**src/rtl/tdr_pkg.sv**
```systemverilog
// Shared types for the trap delegation router.
// Assumes the privilege encoding U=0, S=1, M=3; value 2 is treated as machine.
package tdr_pkg;
    typedef enum logic [1:0] {
        MODE_U   = 2'b00,
        MODE_S   = 2'b01,
        MODE_RSV = 2'b10,
        MODE_M   = 2'b11
    } priv_e;

    typedef enum logic [1:0] {
        SEL_MEXC = 2'd0,
        SEL_MINT = 2'd1,
        SEL_SEXC = 2'd2,
        SEL_SINT = 2'd3
    } csr_sel_e;
endpackage

```
**src/rtl/tdr_regs.sv**
```systemverilog
// Delegation mask storage with CSR access.
// Holds the machine masks always and the supervisor masks when HAS_SMODE is set.
// Supervisor bits are kept a subset of the machine bits on every write.
module tdr_regs
    import tdr_pkg::*;
#(
    parameter int MASK_W    = 16,
    parameter bit HAS_SMODE = 1'b1
) (
    input  logic              clk,
    input  logic              rst_n,
    input  logic              csr_we,
    input  logic [1:0]        csr_sel,
    input  logic [MASK_W-1:0] csr_wdata,
    output logic [MASK_W-1:0] csr_rdata,
    output logic [MASK_W-1:0] m_exc,
    output logic [MASK_W-1:0] m_int,
    output logic [MASK_W-1:0] s_exc,
    output logic [MASK_W-1:0] s_int
);
    csr_sel_e sel;
    assign sel = csr_sel_e'(csr_sel);

    logic wr_mexc, wr_mint, wr_sexc, wr_sint;
    assign wr_mexc = csr_we && (sel == SEL_MEXC);
    assign wr_mint = csr_we && (sel == SEL_MINT);
    assign wr_sexc = csr_we && (sel == SEL_SEXC);
    assign wr_sint = csr_we && (sel == SEL_SINT);

    // Machine masks: plain read/write storage.
    always_ff @(posedge clk) begin
        if (!rst_n) begin
            m_exc <= '0;
            m_int <= '0;
        end else begin
            if (wr_mexc) m_exc <= csr_wdata;
            if (wr_mint) m_int <= csr_wdata;
        end
    end

    generate
        if (HAS_SMODE) begin : g_smode
            // Supervisor masks: writes gated by machine bits, pruned when machine bits drop.
            always_ff @(posedge clk) begin
                if (!rst_n) begin
                    s_exc <= '0;
                    s_int <= '0;
                end else begin
                    if (wr_sexc)      s_exc <= csr_wdata & m_exc;
                    else if (wr_mexc) s_exc <= s_exc & csr_wdata;
                    if (wr_sint)      s_int <= csr_wdata & m_int;
                    else if (wr_mint) s_int <= s_int & csr_wdata;
                end
            end


            s_subset_chk: assert property (@(posedge clk) disable iff (!rst_n)
                ((s_exc & ~m_exc) == '0) && ((s_int & ~m_int) == '0));


            prune_on_clear_chk: assert property (@(posedge clk) disable iff (!rst_n)
                wr_mexc |=> ((s_exc & ~$past(csr_wdata)) == '0));
        end else begin : g_no_smode
            // No supervisor level: masks are constant zero.
            assign s_exc = '0;
            assign s_int = '0;
        end
    endgenerate

    // Read mux for the selected mask.
    always_comb begin
        unique case (sel)
            SEL_MEXC: csr_rdata = m_exc;
            SEL_MINT: csr_rdata = m_int;
            SEL_SEXC: csr_rdata = s_exc;
            default:  csr_rdata = s_int;
        endcase
    end
endmodule

```
**src/rtl/tdr_route.sv**
```systemverilog
// Routing decision for one trap per cycle, registered to the output.
// Assumes masks are stable in the cycle the trap is presented.
module tdr_route
    import tdr_pkg::*;
#(
    parameter int MASK_W    = 16,
    parameter bit HAS_SMODE = 1'b1,
    localparam int CAUSE_W  = $clog2(MASK_W)
) (
    input  logic               clk,
    input  logic               rst_n,
    input  logic               trap_valid,
    input  logic               trap_is_irq,
    input  logic [CAUSE_W-1:0] trap_cause,
    input  logic [1:0]         cur_mode,
    input  logic [MASK_W-1:0]  m_exc,
    input  logic [MASK_W-1:0]  m_int,
    input  logic [MASK_W-1:0]  s_exc,
    input  logic [MASK_W-1:0]  s_int,
    output logic               route_valid,
    output logic [1:0]         route_mode
);
    logic  m_bit, s_bit;
    priv_e cur, target;

    assign cur   = priv_e'(cur_mode);
    assign m_bit = trap_is_irq ? m_int[trap_cause] : m_exc[trap_cause];
    assign s_bit = trap_is_irq ? s_int[trap_cause] : s_exc[trap_cause];

    // Choose the lowest permitted handler level not below the current mode.
    always_comb begin
        target = MODE_M;
        if (m_bit) begin
            if (HAS_SMODE) begin
                if (cur == MODE_U)      target = s_bit ? MODE_U : MODE_S;
                else if (cur == MODE_S) target = MODE_S;
            end else if (cur == MODE_U) begin
                target = MODE_U;
            end
        end
    end

    // Register the decision with its strobe.
    always_ff @(posedge clk) begin
        if (!rst_n) begin
            route_valid <= 1'b0;
            route_mode  <= MODE_M;
        end else begin
            route_valid <= trap_valid;
            if (trap_valid) route_mode <= target;
        end
    end


    valid_follow_chk: assert property (@(posedge clk) disable iff (!rst_n)
        route_valid == $past(trap_valid));


    no_lower_chk: assert property (@(posedge clk) disable iff (!rst_n)
        route_valid |-> (route_mode >= $past(cur_mode)));


    user_only_from_user_chk: assert property (@(posedge clk) disable iff (!rst_n)
        (route_valid && route_mode == MODE_U) |-> ($past(cur_mode) == MODE_U));

    generate
        if (!HAS_SMODE) begin : g_chk_nos

            no_smode_target_chk: assert property (@(posedge clk) disable iff (!rst_n)
                route_valid |-> (route_mode != MODE_S));
        end
    endgenerate
endmodule

```
**src/rtl/trap_deleg_router.sv**
```systemverilog
// Top of the trap delegation router: mask storage plus routing decision.
// Assumes one trap at most per cycle; result appears one cycle after the strobe.
module trap_deleg_router #(
    parameter int MASK_W    = 16,
    parameter bit HAS_SMODE = 1'b1,
    localparam int CAUSE_W  = $clog2(MASK_W)
) (
    input  logic               clk,
    input  logic               rst_n,
    input  logic               csr_we,
    input  logic [1:0]         csr_sel,
    input  logic [MASK_W-1:0]  csr_wdata,
    output logic [MASK_W-1:0]  csr_rdata,
    input  logic               trap_valid,
    input  logic               trap_is_irq,
    input  logic [CAUSE_W-1:0] trap_cause,
    input  logic [1:0]         cur_mode,
    output logic               route_valid,
    output logic [1:0]         route_mode
);
    logic [MASK_W-1:0] m_exc, m_int, s_exc, s_int;

    tdr_regs #(.MASK_W(MASK_W), .HAS_SMODE(HAS_SMODE)) u_regs (
        .clk(clk), .rst_n(rst_n), .csr_we(csr_we), .csr_sel(csr_sel),
        .csr_wdata(csr_wdata), .csr_rdata(csr_rdata),
        .m_exc(m_exc), .m_int(m_int), .s_exc(s_exc), .s_int(s_int)
    );

    tdr_route #(.MASK_W(MASK_W), .HAS_SMODE(HAS_SMODE)) u_route (
        .clk(clk), .rst_n(rst_n), .trap_valid(trap_valid),
        .trap_is_irq(trap_is_irq), .trap_cause(trap_cause), .cur_mode(cur_mode),
        .m_exc(m_exc), .m_int(m_int), .s_exc(s_exc), .s_int(s_int),
        .route_valid(route_valid), .route_mode(route_mode)
    );
endmodule

```
**config.mk**
```make
export PLATFORM = sky130hd
export DESIGN_NAME = trap_deleg_router
export DESIGN_NICKNAME = d
export VERILOG_FILES = /design/src/rtl/tdr_pkg.sv /design/src/rtl/tdr_regs.sv /design/src/rtl/tdr_route.sv /design/src/rtl/trap_deleg_router.sv
export SDC_FILE = /design/constraint.sdc
export NUM_CORES = 1
export LEC_CHECK = 0
export BUFFER_PORTS_ARGS = -buffer_cell sky130_fd_sc_hd__buf_2
export CAP_MARGIN = 10
export CORE_ASPECT_RATIO = 1.4
export CORE_MARGIN = 1.5
export CORE_UTILIZATION = 35
export DETAILED_ROUTE_END_ITERATION = 8
export GPL_TIMING_DRIVEN = 0
export SYNTH_ARGS = -nofsm -noshare
export SYNTH_HDL_FRONTEND = slang
export SYNTH_SLANG_ARGS = --single-unit
```
**constraint.sdc**
```tcl
create_clock -name clk -period 2.5 [get_ports clk]
set_clock_uncertainty 0.2 [all_clocks]
set_input_delay 0.625 -clock clk [delete_from_list [all_inputs] [get_ports clk]]
set_output_delay 0.625 -clock clk [all_outputs]
set_load 0.03 [all_outputs]
```
Word-level counts from Yosys, hierarchy flattened
Index checks and enable logic that the tools add are counted.
{"block": "word_totals", "inputBits": 29, "output_inout_bits": 19, "reg_bits": 67}
{"block": "op_classes", "bitwise": 4, "n_mux": 19, "eq_ne": 4, "order_cmp": 1, "n_reduce_logical": 8}
{"operator": "$and 16x16->16", "n": 4}
{"operator": "$mux 16", "n": 4}
{"operator": "$pmux 16 s3", "n": 1}
{"operator": "$bmux 1 s4", "n": 4}
{"operator": "$mux 1", "n": 7}
{"operator": "$mux 2", "n": 3}
{"operator": "$lt 4x5->1 const B", "n": 1}
{"operator": "$eq 2x1->1 const B", "n": 2}
{"operator": "$eq 2x2->1 const B", "n": 2}
{"operator": "$logic_and 1x1->1", "n": 4}
{"operator": "$logic_not 2->1", "n": 2}
{"operator": "$reduce_bool 2->1", "n": 2}

Longest topological paths before layout
{"block": "logic_depth", "depth_word": 6, "depth_mapped": 8, "depth_no_buf": 5}

Modules after synthesis
From an unflattened synthesis, not the netlist that was laid out.
{"block": "unflattened", "cells_unflattened": 333, "area_unflattened_um2": 3527.1}
{"mod": "tdr_regs", "area_per_inst_um2": 2892.8, "seq_area_each_um2": 1281.2, "n_inst": 1, "cells_per_inst": 282}
{"mod": "tdr_route", "area_per_inst_um2": 634.4, "seq_area_each_um2": 60.1, "n_inst": 1, "cells_per_inst": 51}

Worst setup path before layout
OpenSTA, ideal clock, no wires.
{"block": "synth_path", "kind": "input -> output", "from": "input port csr_sel[0]", "to": "output port csr_rdata[13]", "path_slack_ns": -0.319, "t_arrival_ns": 1.994, "cell_stages": 3, "cell_sequence": "buf_2 buf_1 mux4_2"}
{"block": "synth_between", "elab_chain_cells": 2, "elab_cells_between_ends": 4, "cone_classes": "eq/ne: 2; mux: 1; reduce/logical: 1"}
{"item": "start, declared", "line_no": "trap_deleg_router.sv:11", "text": "input logic [1:0] csr_sel,"}
{"item": "$eq 2x2->1, or another cell as far along", "line_no": "tdr_regs.sv:72", "text": "unique case (sel)"}
{"item": "$pmux 16 s3 (*)", "line_no": "tdr_regs.sv:72"}
{"item": "end, declared", "line_no": "trap_deleg_router.sv:13", "text": "output logic [MASK_W-1:0] csr_rdata,"}
Every way passes the cells marked *; elsewhere a longest branch is shown, timed or not.

Final worst setup path
Ends and elaborated chain as after synthesis.

==> impl_metrics.yaml <==
cts:
  clk_latency_ns: 0.33
  htreeDepth: 3
  cts_buffers: 9
  cts_root_buf: "clkbuf_16"
  cts_tree: "done"
  clockBufferDepth: 2
  cts_sinks: 67
  clk_pin_slew_ns: 0.05
floorplan:
  initial_utilization_pct: 36.4
  ios: 48
  core_area_um2: 10000
  fp.dieW_um: 89.2
  die_y_um: 124
  die_area_um2: 11000
  row_count: 43
synthesis:
  syn_area_per_cell_um2: 9.98
  ys_seq_elements: 67
  ys_warn_count: 0
  synthMuxAreaShare_pct: 20.7
  synth_top_family_by_area: "compound AO/OA/AOI/OAI gates"
  synth_edf_count: 0
  synth_xor_xnor_area_share_pct: 0
  postSynth.asyncResetShare_pct: 0
  synthTopCellsByArea: "dfxtp_1 37%, mux4_2 18%, a22o_1 7.5%"
  synth_largest_area_cell: "dfxtp_1"
  ys.flop_type: "dfxtp_1"
  synthCells: 365
  synth_simple_gate_area_share_pct: 15.9
  synth_adder_area_share_pct: 0
  syn_area_um2: 3640
  synth_cell_types: 31
  synth_seq_area_share_pct: 36.8
  netlist_top_cells_count: "67 x dfxtp_1, 67 x nand2_1, 35 x nor2b_1"
  yosysTopAreaCellShare_pct: 36.8
  syn-num-nets: 394
  synth_compound_area_share_pct: 22.8
place:
  numPortBuffers: 43
  globalplace.congestion: 0.895
  dpl_worst_slack_ns: -0.522
  post-dp-hpwl_mm: 8.36
sta:
  drv_slew: 0
  finalHoldViolCount: 0
  period_minus_slack_ns: 2.47
  finalWorstSetupSlack_ns: 0.0298
  relSlewSlack_pct: 55.9
  setup_viol: 0
  final.period_utilization_pct: 98.8
  tightestPinTransition_ns: 0.662
  holdWs_ns: 0.284
  max_freq_mhz: 405
  rsz0062_at_grt: "no"
grt:
  grt_usage_pct: 22.9
  grt_antenna_before_repair: 0
  grt_pass1_vias: 3235
  grt_max_degree: 12
  overflow: 0
  grt_first_pass_wirelength_mm: 18.1
detailed_routing:
  drt_pass1_iterations: 5
  drtIter0Drc: 336
  route.detailed.drc: 0
  wl_per_cell_um: 21.0
  avgViaCountPerCell: 5.90
  num_vias: 3286
  drtAntennaViolNets: 0
  wirelength_mm: 11.7
critical_path:
  crit_family: "multiplexers"
  r2r_slack_ns: 0.49
  cp_max_fo: 10
  startpoint: "csr_sel[0]"
  crit_path_start_kind: "input pin"
  path_buf_inv: 3
  endpoint_kind: "output pin"
  path_class: "input pin to output pin"
  slowest_stage: "mux4_2"
  crit_cells: 4
  crit_path_cell_trace: "buf_8 -> buf_12 -> mux4_2 -> buf_4"
  reg2reg_depth: 5
  cp.arrival_ns: 1.65
  crit_path_max_incr_delay_ns: 0.53
  crit_path_end: "csr_rdata[13]"
  cp.required_ns: 1.67
  rr_startpoint: "u_regs.s_exc[4]$_SDFFE_PN0P_"
  timing.rr.end: "u_route.route_mode[0]$_SDFFE_PN1P_"
power_and_ir_drop:
  ir_drop_mv: 0.310
  powerDensity_nw_per_um2: 577
  leakage_nw: 1.52
finish:
  regArea_um2: 1340
  nNetsFinal: 448
  drive_gt1_share_pct: 23.2
  n_antenna_cell: 0
  syn_to_final_growth_pct: 18.5
  multi_input_area_um2: 2170
  fillCellCount: 1003
  finish.utilization_pct: 43.1
hold_path:
  holdPathStages: 2
  hold_class: "flip-flop to flip-flop"
outcome:
  status: "finished, final reports clean"
job:
  drv_cap: 0
[state kept, by name, indices dropped and copies added, names as in the netlist]
name / flops
u_route.route_mode: 2
u_regs.s_int: 16
u_regs.m_int: 16
u_regs.m_exc: 16
u_route.route_valid: 1
u_regs.s_exc: 16
[worst reg2reg max path, stage by stage (launching register included)]
cell	delay (ns)
dfxtp_1	0.34
mux4_2	0.47
nor2b_1	0.14
a2111oi_0	0.43
a311oi_1	0.15
a31oi_1	0.20
[layout by cell type (no fill, tap or decap), drive strengths merged, types with 2 or more instances in the layout]
cell	Yosys	layout
mux2	2	2
mux4	29	29
a22o	31	31
dfxtp	67	67
a22oi	31	31
nor2b	35	35
nor2	6	6
mux2i	8	8
clkbuf	19	32
nand2b	3	3
buf	11	55
nor3b	2	2
a31oi	2	2
nand2	67	67
and2	2	2
nand3b	2	2
o21ai	2	2
a21boi	33	33
nand3	3	3
[power by group]
part / switching (mW) / internal [mW] / total, mW / leakage [nW]
Sequential: 0.0222 / 1.09 / 1.11 / 0.542
Combinational: 0.180 / 0.111 / 0.291 / 0.863
Clock: 0.428 / 0.661 / 1.09 / 0.117
[area by class of cell]
class	instances	area share, %
clock buffers	14	5.65
repair buffers	44	5.27
inverters	2	0.174
well taps	135	3.91
plain buffers	29	3.65
multi-input cells	266	50.3
flip-flops and latches	67	31.1
[worst min path at each step]
stage                                  startpoint                            endpoint  slack [ns]
2_1_floorplan       u_regs.s_int[15]$_SDFFE_PN0P_       u_regs.s_int[15]$_SDFFE_PN0P_        0.26
4_1_cts        u_route.route_mode[1]$_SDFFE_PN1P_  u_route.route_mode[1]$_SDFFE_PN1P_        0.29
3_5_place_dp   u_route.route_mode[1]$_SDFFE_PN1P_  u_route.route_mode[1]$_SDFFE_PN1P_        0.27
3_3_place_gp   u_route.route_mode[1]$_SDFFE_PN1P_  u_route.route_mode[1]$_SDFFE_PN1P_        0.26
5_1_grt        u_route.route_mode[1]$_SDFFE_PN1P_  u_route.route_mode[1]$_SDFFE_PN1P_        0.31
6_report       u_route.route_mode[1]$_SDFFE_PN1P_  u_route.route_mode[1]$_SDFFE_PN1P_        0.28
[logic make-up after synthesis]
kind of cell | after synthesis
simple gates | 122
mux | 39
compound gates | 105
buf+inv | 32
flops | 67
[what timing repair did]
action | 4_1_cts | 5_1_grt
setup buffers | 1 | 0
endpoints found under the hold margin | 0 | 0
setup endpoints to repair | 39 | 20
hold buffers | 0 | 0
resized for setup | 8 | 4
cloned | 0 | 0
[layer usage]
| layer | track usage [%] | part of all wire (%) | vias to the layer above |
|---|---|---|---|
| met5 | 0 | 0 | - |
| met4 | 13.2 | 4.2 | 0 |
| met3 | 4.51 | 7.3 | 34 |
| met2 | 39.4 | 52 | 171 |
| met1 | 25.9 | 37 | 1615 |
| li1 | - | - | 1466 |
[per-stage QoR]
stage,TNS (ns),cells,power [mW],area (µm²)
CTS,0,557,2.51,4310
detailed placement,-17.11,543,1.42,4040
finish,0,557,2.49,4320
floorplan,0,365,1.30,3650
global placement,-15.50,543,1.41,4040
global route,0,557,2.58,4320
Power figures use the tool's default switching activity.
